==> config.mk <==
export PLATFORM = sky130hd
export DESIGN_NAME = evt_tmr_chan
export DESIGN_NICKNAME = d
export VERILOG_FILES = /design/src/rtl/evt_tmr_pkg.sv /design/src/rtl/evt_tmr_presc.sv /design/src/rtl/evt_tmr_core.sv /design/src/rtl/evt_tmr_regs.sv /design/src/rtl/evt_tmr_chan.sv
export SDC_FILE = /design/constraint.sdc
export NUM_CORES = 1
export LEC_CHECK = 0
export BUFFER_PORTS_ARGS = -buffer_cell sky130_fd_sc_hd__buf_2
export CORE_MARGIN = 4
export CORE_UTILIZATION = 59
export DETAILED_ROUTE_END_ITERATION = 8
export HOLD_SLACK_MARGIN = 0.08
export PLACE_DENSITY = 0.86
export SYNTH_ARGS = -nofsm -noshare
export SYNTH_HDL_FRONTEND = slang
export SYNTH_SLANG_ARGS = --single-unit
==> constraint.sdc <==
create_clock -name clk -period 2.9 [get_ports clk]
set_input_delay 0.29 -clock clk [delete_from_list [all_inputs] [get_ports clk]]
set_output_delay 0.29 -clock clk [all_outputs]
set_load 0.1 [all_outputs]
==> src/rtl/evt_tmr_pkg.sv <==
package evt_tmr_pkg;
  localparam int DW    = 32;
  localparam int AW    = 3;
  localparam int SEL_W = 3;

  typedef enum logic [AW-1:0] {
    A_MODE  = 3'd0,
    A_RC    = 3'd1,
    A_CTRL  = 3'd2,
    A_STAT  = 3'd3,
    A_IEN   = 3'd4,
    A_IDIS  = 3'd5,
    A_IMASK = 3'd6,
    A_CNT   = 3'd7
  } reg_addr_e;

  localparam int CTL_EN    = 0;
  localparam int CTL_DIS   = 1;
  localparam int CTL_TRIG  = 2;
  localparam int ST_CMP    = 0;
  localparam int ST_CLKON  = 1;
  localparam int MODE_STOP = 3;
endpackage

==> src/rtl/evt_tmr_presc.sv <==
module evt_tmr_presc
  import evt_tmr_pkg::*;
#(
  parameter int NUM_DIV = 4
) (
  input  logic             clk,
  input  logic             rst_n,
  input  logic             restart,
  input  logic [SEL_W-1:0] sel,
  input  logic             slow_tick,
  output logic             tick
);
  localparam int DIV_W = 2 * NUM_DIV - 1;

  logic [DIV_W-1:0]   div_q, div_d;
  logic [NUM_DIV-1:0] tap;

  // Divider i fires when its low 2i+1 bits are all ones: divide by 2^(2i+1).
  genvar g;
  for (g = 0; g < NUM_DIV; g++) begin : g_tap
    assign tap[g] = &div_q[2*g:0];
  end

  always_comb begin
    div_d = restart ? '0 : div_q + 1'b1;
  end

  always_comb begin
    tick = 1'b0;
    for (int i = 0; i < NUM_DIV; i++) begin
      if (sel == SEL_W'(i)) tick = tap[i];
    end
    if (sel == SEL_W'(NUM_DIV)) tick = slow_tick;
  end

  always_ff @(posedge clk or negedge rst_n) begin
    if (!rst_n) div_q <= '0;
    else        div_q <= div_d;
  end
endmodule

==> src/rtl/evt_tmr_core.sv <==
module evt_tmr_core #(
  parameter int W = 16
) (
  input  logic         clk,
  input  logic         rst_n,
  input  logic         tick,
  input  logic         cmd_en,
  input  logic         cmd_dis,
  input  logic         cmd_trig,
  input  logic         oneshot,
  input  logic [W-1:0] rc,
  output logic [W-1:0] cnt,
  output logic         clk_on,
  output logic         cmp_hit
);
  logic [W-1:0] cnt_q, cnt_d, cnt_inc;
  logic         on_q, on_d;
  logic         step;

  assign step    = on_q && tick && !cmd_trig;
  assign cnt_inc = cnt_q + 1'b1;
  assign cmp_hit = step && (cnt_inc == rc);

  always_comb begin
    cnt_d = cnt_q;
    if (cmd_trig)          cnt_d = '0;
    else if (step)         cnt_d = (cnt_q == rc) ? '0 : cnt_inc;
  end

  always_comb begin
    on_d = on_q;
    if (cmd_dis)                   on_d = 1'b0;
    else if (cmd_en)               on_d = 1'b1;
    else if (cmp_hit && oneshot)   on_d = 1'b0;
  end

  always_ff @(posedge clk or negedge rst_n) begin
    if (!rst_n) begin
      cnt_q <= '0;
      on_q  <= 1'b0;
    end else begin
      cnt_q <= cnt_d;
      on_q  <= on_d;
    end
  end

  assign cnt    = cnt_q;
  assign clk_on = on_q;
endmodule

==> src/rtl/evt_tmr_regs.sv <==
module evt_tmr_regs
  import evt_tmr_pkg::*;
#(
  parameter int W = 16
) (
  input  logic             clk,
  input  logic             rst_n,
  input  logic             wr_en,
  input  logic             rd_en,
  input  logic [AW-1:0]    addr,
  input  logic [DW-1:0]    wdata,
  input  logic             cmp_hit,
  input  logic             clk_on,
  input  logic [W-1:0]     cnt,
  output logic [SEL_W-1:0] sel,
  output logic             oneshot,
  output logic [W-1:0]     rc,
  output logic             cmd_en,
  output logic             cmd_dis,
  output logic             cmd_trig,
  output logic             flag,
  output logic             mask,
  output logic [DW-1:0]    rdata,
  output logic             irq
);
  localparam int MODE_W = SEL_W + 1;

  logic [MODE_W-1:0] mode_q, mode_d;
  logic [W-1:0]      rc_q, rc_d;
  logic              mask_q, mask_d;
  logic              flag_q, flag_d;
  logic              wr_ctrl, rd_stat;
  logic              unused_wdata;

  assign unused_wdata = ^wdata;
  assign wr_ctrl  = wr_en && (addr == A_CTRL);
  assign rd_stat  = rd_en && (addr == A_STAT);
  assign cmd_en   = wr_ctrl && wdata[CTL_EN];
  assign cmd_dis  = wr_ctrl && wdata[CTL_DIS];
  assign cmd_trig = wr_ctrl && wdata[CTL_TRIG];

  always_comb begin
    mode_d = mode_q;
    rc_d   = rc_q;
    mask_d = mask_q;
    if (wr_en && addr == A_MODE) mode_d = wdata[MODE_W-1:0];
    if (wr_en && addr == A_RC)   rc_d   = wdata[W-1:0];
    if (wr_en && addr == A_IEN  && wdata[0]) mask_d = 1'b1;
    if (wr_en && addr == A_IDIS && wdata[0]) mask_d = 1'b0;
  end

  always_comb begin
    flag_d = flag_q;
    if (rd_stat) flag_d = 1'b0;
    if (cmp_hit) flag_d = 1'b1;
  end

  always_ff @(posedge clk or negedge rst_n) begin
    if (!rst_n) begin
      mode_q <= '0;
      rc_q   <= '0;
      mask_q <= 1'b0;
      flag_q <= 1'b0;
    end else begin
      mode_q <= mode_d;
      rc_q   <= rc_d;
      mask_q <= mask_d;
      flag_q <= flag_d;
    end
  end

  always_comb begin
    rdata = '0;
    case (addr)
      A_MODE:  rdata[MODE_W-1:0] = mode_q;
      A_RC:    rdata = DW'(rc_q);
      A_STAT: begin
        rdata[ST_CMP]   = flag_q;
        rdata[ST_CLKON] = clk_on;
      end
      A_IMASK: rdata[0] = mask_q;
      A_CNT:   rdata = DW'(cnt);
      default: rdata = '0;
    endcase
  end

  assign sel     = mode_q[SEL_W-1:0];
  assign oneshot = mode_q[MODE_STOP];
  assign rc      = rc_q;
  assign flag    = flag_q;
  assign mask    = mask_q;
  assign irq     = flag_q && mask_q;
endmodule

==> src/rtl/evt_tmr_chan.sv <==
module evt_tmr_chan
  import evt_tmr_pkg::*;
#(
  parameter int CNT_W   = 16,
  parameter int NUM_DIV = 4
) (
  input  logic          clk,
  input  logic          rst_n,
  input  logic          slow_tick,
  input  logic          wr_en,
  input  logic          rd_en,
  input  logic [AW-1:0] addr,
  input  logic [DW-1:0] wdata,
  output logic [DW-1:0] rdata,
  output logic          irq
);
  logic [1:0]       rs_q;
  logic             rst_s;
  logic             tick;
  logic [SEL_W-1:0] sel;
  logic             oneshot;
  logic [CNT_W-1:0] rc, cnt;
  logic             cmd_en, cmd_dis, cmd_trig;
  logic             flag, mask, clk_on, cmp_hit;

  always_ff @(posedge clk or negedge rst_n) begin
    if (!rst_n) rs_q <= '0;
    else        rs_q <= {rs_q[0], 1'b1};
  end
  assign rst_s = rs_q[1];

  evt_tmr_presc #(.NUM_DIV(NUM_DIV)) u_presc (
    .clk(clk), .rst_n(rst_s), .restart(cmd_trig), .sel(sel),
    .slow_tick(slow_tick), .tick(tick)
  );

  evt_tmr_core #(.W(CNT_W)) u_core (
    .clk(clk), .rst_n(rst_s), .tick(tick), .cmd_en(cmd_en),
    .cmd_dis(cmd_dis), .cmd_trig(cmd_trig), .oneshot(oneshot), .rc(rc),
    .cnt(cnt), .clk_on(clk_on), .cmp_hit(cmp_hit)
  );

  evt_tmr_regs #(.W(CNT_W)) u_regs (
    .clk(clk), .rst_n(rst_s), .wr_en(wr_en), .rd_en(rd_en), .addr(addr),
    .wdata(wdata), .cmp_hit(cmp_hit), .clk_on(clk_on), .cnt(cnt),
    .sel(sel), .oneshot(oneshot), .rc(rc), .cmd_en(cmd_en),
    .cmd_dis(cmd_dis), .cmd_trig(cmd_trig), .flag(flag), .mask(mask),
    .rdata(rdata), .irq(irq)
  );
endmodule

[Word-level counts from Yosys, hierarchy flattened]
Cells that the tools add are included.
Storage, ports and cells
  register bits after elaboration: 48
  latch bits: 0
  bits in writable memories: 0
  memory bits (read-only): 0
  logic and storage cells: 69
  memories kept: 0
Operators by class
  add/sub/neg operators: 2
  multiply operators: 0
  divide/modulo/power cells: 0
  magnitude comparators: 0
  equal/unequal tests: 13
  shift operators: 0
  mux-type cells: 20
  bitwise gates (word level): 0
  reductions and logical operators: 26
Operator list (count)
  two-way mux 16 bit: 3
  == test 16 bit: 2
  one-hot mux 12 bit (2 select lines): 1
  adder 16 x 1 -> 16 bit, second input constant: 1
  logical AND 1 bit: 16
  == test 3 bit, second input constant: 5
  == test 3 x 2 -> 1 bit, second input constant: 4
  two-way mux 1 bit: 12
  adder 7 x 1 -> 7 bit, second input constant: 1
  two-way mux 7 bit: 1
  AND reduction 7 bit: 1
  == test 3 x 1 -> 1 bit, second input constant: 2
  logical NOT 3 bit: 2
  one-hot mux 2 bit (3 select lines): 1
  nonzero test 2 bit: 3
  one-hot mux 1 bit (5 select lines): 1
  AND reduction 5 bit: 1
  one-hot mux 1 bit (4 select lines): 1
  AND reduction 3 bit: 1
  nonzero test 3 bit: 1
  logical NOT 1 bit: 1

[Logic depth before layout (Yosys ltp)]
Gate-level depths: netlist of the first run.
  depth in word-level cells: 13
  gate-level depth with buffers: 11
  gate-level depth less buffers: 9

[Modules after synthesis]
Synthesis of the first run repeated with hierarchy kept, for this count alone.
Second synthesis, totals
  cells, all modules: 325
  area, all modules: 3244.4 sq um
By module, submodules not included
  evt_tmr_core: instances 1, cells each 165, area each 1452.6 sq um
  evt_tmr_regs: instances 1, cells each 123, area each 1381.3 sq um
  evt_tmr_presc: instances 1, cells each 34, area each 356.6 sq um
  evt_tmr_chan: instances 1, cells each 3, area each 53.8 sq um

[Least setup slack after synthesis of the first run]
Ideal clock, no wire load.
  path type: in2out
  start: in addr[1]
  end: out rdata[2]
  arrival time: 2.885 ns
  setup slack: -0.275 ns
  stages: 3
  buffers on the path: 1
  cell sequence: clkbuf_1 > or2_2 > o21ai_0
On the way
  longest elaborated chain between the ends: 2
  elaborated cells on any way between the ends: 4
  classes of those cells: eq/ne: 2; mux: 1; reduce/logical: 1
Ends and longest elaborated chain
  start: declaration: line evt_tmr_chan.sv:12  | input logic [AW-1:0] addr,
  == test 3 bit, or another cell as far along: line evt_tmr_regs.sv:74  | case (addr)
  one-hot mux 2 bit (3 select lines) *: line evt_tmr_regs.sv:74
  end: declaration: line evt_tmr_chan.sv:14  | output logic [DW-1:0] rdata,
Mark *: on every way between the ends. The rest lies on a longest branch, timed or not.

[Worst setup path in the final report of the first run]
  start: reg u_core.cnt_q[0], in the netlist u_core.cnt[0]
  end: reg u_core.on_q, in the netlist u_core.clk_on
On the way
  longest elaborated chain between the ends: 5
Ends and longest elaborated chain
  start: declaration: line evt_tmr_core.sv:16  | logic [W-1:0] cnt_q, cnt_d, cnt_inc;
  start signal: assignment: line evt_tmr_core.sv:42  | cnt_q <= cnt_d;
  adder 16 x 1 -> 16 bit: line evt_tmr_core.sv:21  | assign cnt_inc = cnt_q + 1'b1;
  == test 16 bit: line evt_tmr_core.sv:22  | assign cmp_hit = step && (cnt_inc == rc);
  logical AND 1 bit: line evt_tmr_core.sv:22
  logical AND 1 bit: line evt_tmr_core.sv:34  | else if (cmp_hit && oneshot) on_d = 1'b0;
  nonzero test 3 bit (no source line)
  end signal: assignment: line evt_tmr_core.sv:43  | on_q <= on_d;
  end: declaration: line evt_tmr_core.sv:17  | logic on_q, on_d;
Every way passes these cells.
A chain may end at the register's enable or synchronous reset.

==> results.py, run 1 <==
metrics = {
    "cells_and_area": {
        "n_antenna_cell": 0,
        "multi_input_area_um2": 1860,
        "drive_above_1_share": 0.222,
        "regArea_um2": 1200,
        "finish.utilization": 0.653,
        "fill_cells": 450,
        "finalInstanceArea_um2": 3600,
        "area_growth_pct": 7.92,
        "layout.nets": 426,
    },
    "place": {
        "portBuffers": 40,
        "hpwl_um": 5470,
        "place_area_um2": 3430,
        "gp_congestion": 0.950,
    },
    "global_routing": {
        "grt_pass1_vias": 2641,
        "grt_pass1_wl_um": 12700,
        "antenna_found_initial": 0,
        "globalRouteTotalUtil": 0.221,
        "grt_max_degree": 47,
        "overflow": 0,
    },
    "logic_synthesis": {
        "ys_ff_latch": 48,
        "yosys.area.top_type": "dfrtp_1",
        "synthCells": 353,
        "async_flop_share": 1.00,
        "synthTopCellsByArea": "dfrtp_1 36%, mux2_2 6.8%, buf_4 4.5%",
        "ys_seq_area_frac": 0.360,
        "synth_ff_type": "dfrtp_1",
        "synth_cell_types": 61,
        "synth_top_area_frac": 0.360,
        "synthTopCellsByCount": "48 x dfrtp_1, 31 x nand2_1, 20 x buf_4, 20 x mux2_2",
        "syn_area_um2": 3330,
        "synth_most_common_cell": "dfrtp_1",
        "ys_warn_count": 0,
        "avgSynthCellArea_um2": 9.44,
        "synth_edf_count": 0,
    },
    "sta": {
        "layout_min_cycle_time_ps": 2610,
        "min_period_over_period": 0.902,
        "finalClockSkew_ps": 8.70,
        "hold_viol": 0,
        "fmax_mhz": 382,
        "rsz0062_at_grt": "no",
        "relSlewSlack": 0.324,
        "tns_ps": 0,
        "holdWs_ps": 191,
        "worst_pin_slew_ps": 1010,
        "setup_violations": 0,
        "drv_slew": 0,
    },
    "floorplan": {
        "boundaryPins": 73,
        "core_area_um2": 5510,
        "start_util": 0.605,
        "dieHeight_um": 83.2,
        "die_w_um": 83.2,
        "row_count": 27,
        "die-area_um2": 6910,
    },
    "power": {
        "p_leak_nw": 1.57,
        "ir_drop_uv": 415,
        "power_mw": 2.51,
        "powerDensity_nw_per_um2": 697,
    },
    "critical_path": {
        "start_kind": "flip-flop",
        "crit_type": "reg -> reg",
        "cp_num_buf_inv": 0,
        "crit_chain": "ha_1 > nand3_1 > or3_2 > nor4_1 > a211o_1 > nand4_1 > o21a_1",
        "arrival_ps": 2820,
        "end_kind": "flip-flop",
        "cp_slowest_cell": "or3_2",
        "crit_family": "simple AND/OR/NAND/NOR gates",
        "critPathMaxFanout": 8,
        "cp.required_ps": 3100,
        "critPathMaxStageDelay_ps": 570,
    },
    "flow_run": {
        "cap_viol_max_count": 0,
    },
    "drt": {
        "vias_per_cell": 5.88,
        "num_vias": 2675,
        "drc_errors": 0,
        "first_pass_iters": 5,
        "drt_iter0_markers": 184,
        "routedWlPerCell_um": 16.3,
        "detail-route-antenna-nets": 0,
        "wirelength_um": 7400,
    },
    "clocking": {
        "cts_tree": "done",
        "cts.reportedPaths.clkPinSlew_ps": 90,
        "cts_max_level": 2,
        "numClockSinks": 48,
        "clockBufferDepth": 2,
        "cts_root_buf": "clkbuf_8",
        "insertion_delay_ps": 300,
        "cts_buffers": 5,
        "post_cts_buffers": 0,
    },
    "min_path": {
        "hold_class": "in -> reg",
    },
    "run_status": {
        "outcome": "completed",
    },
}
==> timing repair <==
item	in CTS	in global routing
hold buffers	1	0
gates resized for setup	0	0
endpoints found under the hold margin	2	0
==> logic make-up after synthesis <==
family / after synthesis / synth area share
other: 2 / 0.00225
DFF: 48 / 0.360
and+or+nand+nor: 127 / 0.213
buffers and inverters: 46 / 0.0973
adders and majority gates: 4 / 0.0150
xor gates and xnor gates: 25 / 0.0657
AOI/OAI and AO/OA: 67 / 0.137
muxes: 34 / 0.110
==> report_power, final <==
| group | internal [mW] | total (mW) | switching [mW] |
|---|---|---|---|
| clock | 0.431 | 0.660 | 0.229 |
| sequential | 0.804 | 0.996 | 0.192 |
| combinational | 0.319 | 0.852 | 0.532 |
==> per-layer routing <==
layer	vias up	part of all wire	global-route usage
met2	92	0.49	0.372
met3	8	0.059	0.0347
met1	1291	0.44	0.294
met5	-	0	0
li1	1284	-	-
met4	0	0.011	0.0624
==> registers in the layout (all words and copies together), names as in the netlist <==
name,flops
rs_q,2
u_core.clk_on,1
u_core.cnt,16
u_presc.div_q,7
u_regs.flag,1
u_regs.mask,1
u_regs.mode_q,4
u_regs.rc,16
==> tightest hold or removal path, cell delays in order <==
cell     delay, ps
buf_2           80
nand2_1         30
o21ai_0         60
==> final cells by class <==
class | instances | share of cell area
well taps | 72 | 0.0251
flip-flops and latches | 48 | 0.334
inverters | 5 | 0.00522
clock inverters | 3 | 0.0251
clock buffers | 5 | 0.0191
multi-input cells | 274 | 0.518
repair buffers | 48 | 0.0731
==> path summary, 6_finish.rpt <==
check	slack [ps]	endpoint	depth (start not counted)	start
max reg2reg	290	u_core.clk_on	7	u_core.cnt[0]
min	190	u_regs.rc[7]	3	wdata[7]
max in group asynchronous	1800	u_core.cnt[2]	0	rs_q[1]
min in group asynchronous	290	rs_q[1]	2	rst_n
min reg2reg	360	rs_q[1]	0	rs_q[0]
max	290	u_core.clk_on	7	u_core.cnt[0]
==> cells in the final DEF (no fill, tap or decap), types with 2 or more instances in the layout <==
| master | count |
|---|---|
| o221ai_1 | 2 |
| nand4b_1 | 2 |
| nor3_1 | 3 |
| inv_1 | 5 |
| or2_2 | 2 |
| conb_1 | 17 |
| nor2b_1 | 15 |
| ha_1 | 4 |
| or3_1 | 2 |
| o21ai_0 | 12 |
| nor2_1 | 16 |
| nand2_1 | 31 |
| buf_2 | 40 |
| mux2_2 | 20 |
| xor2_1 | 9 |
| mux2i_1 | 14 |
| nand4_1 | 5 |
| a21o_1 | 4 |
| buf_4 | 7 |
| and4_1 | 3 |
| a22oi_1 | 12 |
| o2111ai_1 | 2 |
| xnor2_1 | 16 |
| a21oi_1 | 15 |
| nor4_1 | 7 |
| dfrtp_1 | 47 |
| bufinv_16 | 3 |
| nor3b_1 | 2 |
| nand3b_1 | 3 |
| and2_1 | 4 |
| nand2b_1 | 3 |
| and3_1 | 8 |
| a22o_1 | 4 |
| nand3_1 | 13 |
| clkbuf_8 | 5 |
==> through the flow <==
step,cells,worst slack [ps]
2_1_floorplan,368,-275
3_3_place_gp,446,441
3_5_place_dp,446,379
4_1_cts,455,313
5_1_grt,455,187
6_report,455,286
(Power assumes the default switching activity.)
==> run 2, diff against run 1 <==
Settings changed: CORE_MARGIN 4 to 2, CORE_UTILIZATION 59 to 61, CTS_BUF_LIST from default to sky130_fd_sc_hd__clkbuf_2 sky130_fd_sc_hd__clkbuf_4 sky130_fd_sc_hd__clkbuf_8, PLACE_DENSITY 0.86 to 0.88, SKIP_LAST_GASP from default to 1.
==> run 2 against run 1 <==
Against the previous run: setup slack gained 19 ps; largest cell class unchanged; non-clock buffer count grew 1; critical path type unchanged; flip-flop and latch count is the same; register-to-register slack gained 20 ps; cell count shrank 0.22%; worst hold slack lost 9.8 ps; sequential power shrank 0.8%; clock-buffer cell count grew 2; highest routed layer unchanged; clock power shrank 36%.
==> results.py, run 2 (synthesized netlist as in run 1, its figures left out) <==
metrics = {
    "global_routing": {
        "globalRouteTotalUtil": 0.262,
        "grt_pass1_wl_um": 12700,
        "grt_pass1_vias": 2623,
        "antenna_found_initial": 0,
        "grt_max_degree": 47,
        "overflow": 0,
    },
    "critical_path": {
        "critPathMaxFanout": 12,
        "crit_chain": "ha_1 > and3_1 > ha_1 > nand2b_1 > and3_1 > a211oi_1 > a21boi_2 > buf_4 > nand3_1 > mux2i_1",
        "arrival_ps": 2820,
        "cp_slowest_cell": "a21boi_2",
        "critPathMaxStageDelay_ps": 450,
        "start_kind": "flip-flop",
        "crit_type": "reg -> reg",
        "cp.required_ps": 3130,
        "end_kind": "flip-flop",
    },
    "sta": {
        "rsz0062_at_grt": "no",
        "tns_ps": 0,
        "finalClockSkew_ps": 13.9,
        "drv_slew": 0,
        "layout_min_cycle_time_ps": 2600,
        "fmax_mhz": 385,
        "worst_pin_slew_ps": 1010,
        "hold_viol": 0,
        "holdWs_ps": 182,
        "min_period_over_period": 0.895,
        "setup_violations": 0,
        "relSlewSlack": 0.325,
    },
    "cells_and_area": {
        "layout.nets": 427,
        "final_cell_mix": "47 x dfrtp_1, 40 x buf_2, 31 x nand2_1",
        "n_antenna_cell": 0,
        "area_growth_pct": 6.23,
        "drive_above_1_share": 0.224,
        "layout_commonest_cell": "dfrtp_1",
        "fill_cells": 399,
    },
    "clocking": {
        "insertion_delay_ps": 300,
        "numClockSinks": 48,
        "cts_root_buf": "clkbuf_8",
        "clockBufferDepth": 2,
        "cts_max_level": 2,
        "cts.reportedPaths.clkPinSlew_ps": 90,
        "cts_tree": "done",
        "cts_buffers": 5,
        "post_cts_buffers": 0,
    },
    "floorplan": {
        "start_util": 0.640,
        "dieHeight_um": 77.9,
        "row_count": 26,
        "die_w_um": 77.9,
        "boundaryPins": 73,
        "core_area_um2": 5200,
        "die-area_um2": 6070,
    },
    "power": {
        "powerDensity_nw_per_um2": 647,
        "ir_drop_uv": 388,
        "p_leak_nw": 1.54,
        "power_mw": 2.29,
    },
    "drt": {
        "routedWlPerCell_um": 16.8,
        "detail-route-antenna-nets": 0,
        "wirelength_um": 7640,
        "vias_per_cell": 6.13,
        "drt_iter0_markers": 247,
        "num_vias": 2782,
        "first_pass_iters": 4,
        "drc_errors": 0,
    },
    "place": {
        "gp_congestion": 0.925,
        "hpwl_um": 5720,
        "portBuffers": 40,
    },
    "flow_run": {
        "cap_viol_max_count": 0,
    },
    "min_path": {
        "hold_class": "in -> reg",
    },
    "run_status": {
        "outcome": "completed",
    },
}
-- run 2: changes by cell type in the layout (fill, tap and decap cells not counted), sizes merged --
| cell | delta |
|---|---|
| clkbuf | +2 |
| buf | +1 |
| bufinv | -3 |
| clkinvlp | +1 |
-- run 2: cell type report --
cell class | instances | area, µm² | share of cell area
tap | 70 | 87.6 | 0.0247
inverter | 5 | 18.8 | 0.00530
timing repair buffer | 49 | 270 | 0.0764
sequential | 48 | 1200 | 0.340
clock inverter | 1 | 7.51 | 0.00212
multi-input combinational | 274 | 1860 | 0.526
clock buffer | 7 | 90.1 | 0.0255
-- run 2: critical path, delay by kind of cell, from the launching register on --
kind | cells | cell delay, ps
buf+inv | 1 | 270
mux | 1 | 170
compound gates | 2 | 830
fa+ha+maj | 2 | 350
simple gates | 4 | 500
flops | 1 | 420
-- run 2: stage by stage --
step / instance area, µm² / setup WS (ps) / instances / utilization
final: 3540 / 304 / 454 / 0.680
after global routing: 3540 / 147 / 454 / 0.680
after CTS: 3540 / 339 / 454 / 0.680
after detailed placement: 3430 / 405 / 445 / 0.659
after global placement: 3430 / 514 / 445 / 0.659
after floorplan: 3390 / -275 / 368 / -
-- run 2: worst paths after layout --
kind / slack (ps) / to / depth (start not counted) / start
max: 300 / u_core.cnt[12] / 10 / u_presc.div_q[0]
max reg2reg: 300 / u_core.cnt[12] / 10 / u_presc.div_q[0]
max in group asynchronous: 1810 / u_core.cnt[5] / 0 / rs_q[1]
min: 180 / u_regs.rc[7] / 3 / wdata[7]
min in group asynchronous: 280 / rs_q[1] / 2 / rst_n
min reg2reg: 370 / rs_q[1] / 0 / rs_q[0]
-- run 2: layer usage --
layer	share of wire	track usage
met5	0	0
met4	0.032	0.105
met3	0.061	0.0407
met2	0.49	0.428
met1	0.41	0.349
-- run 2: what timing repair did --
item                      4_1_cts  5_1_grt
resized for setup               0        0
hold buffers                    1        0
hold endpoints to repair        2        0
-- run 2: where the power goes --
part | internal (mW) | switching [mW]
clock network | 0.203 | 0.219
registers | 0.804 | 0.183
logic | 0.330 | 0.551
total | 1.34 | 0.953
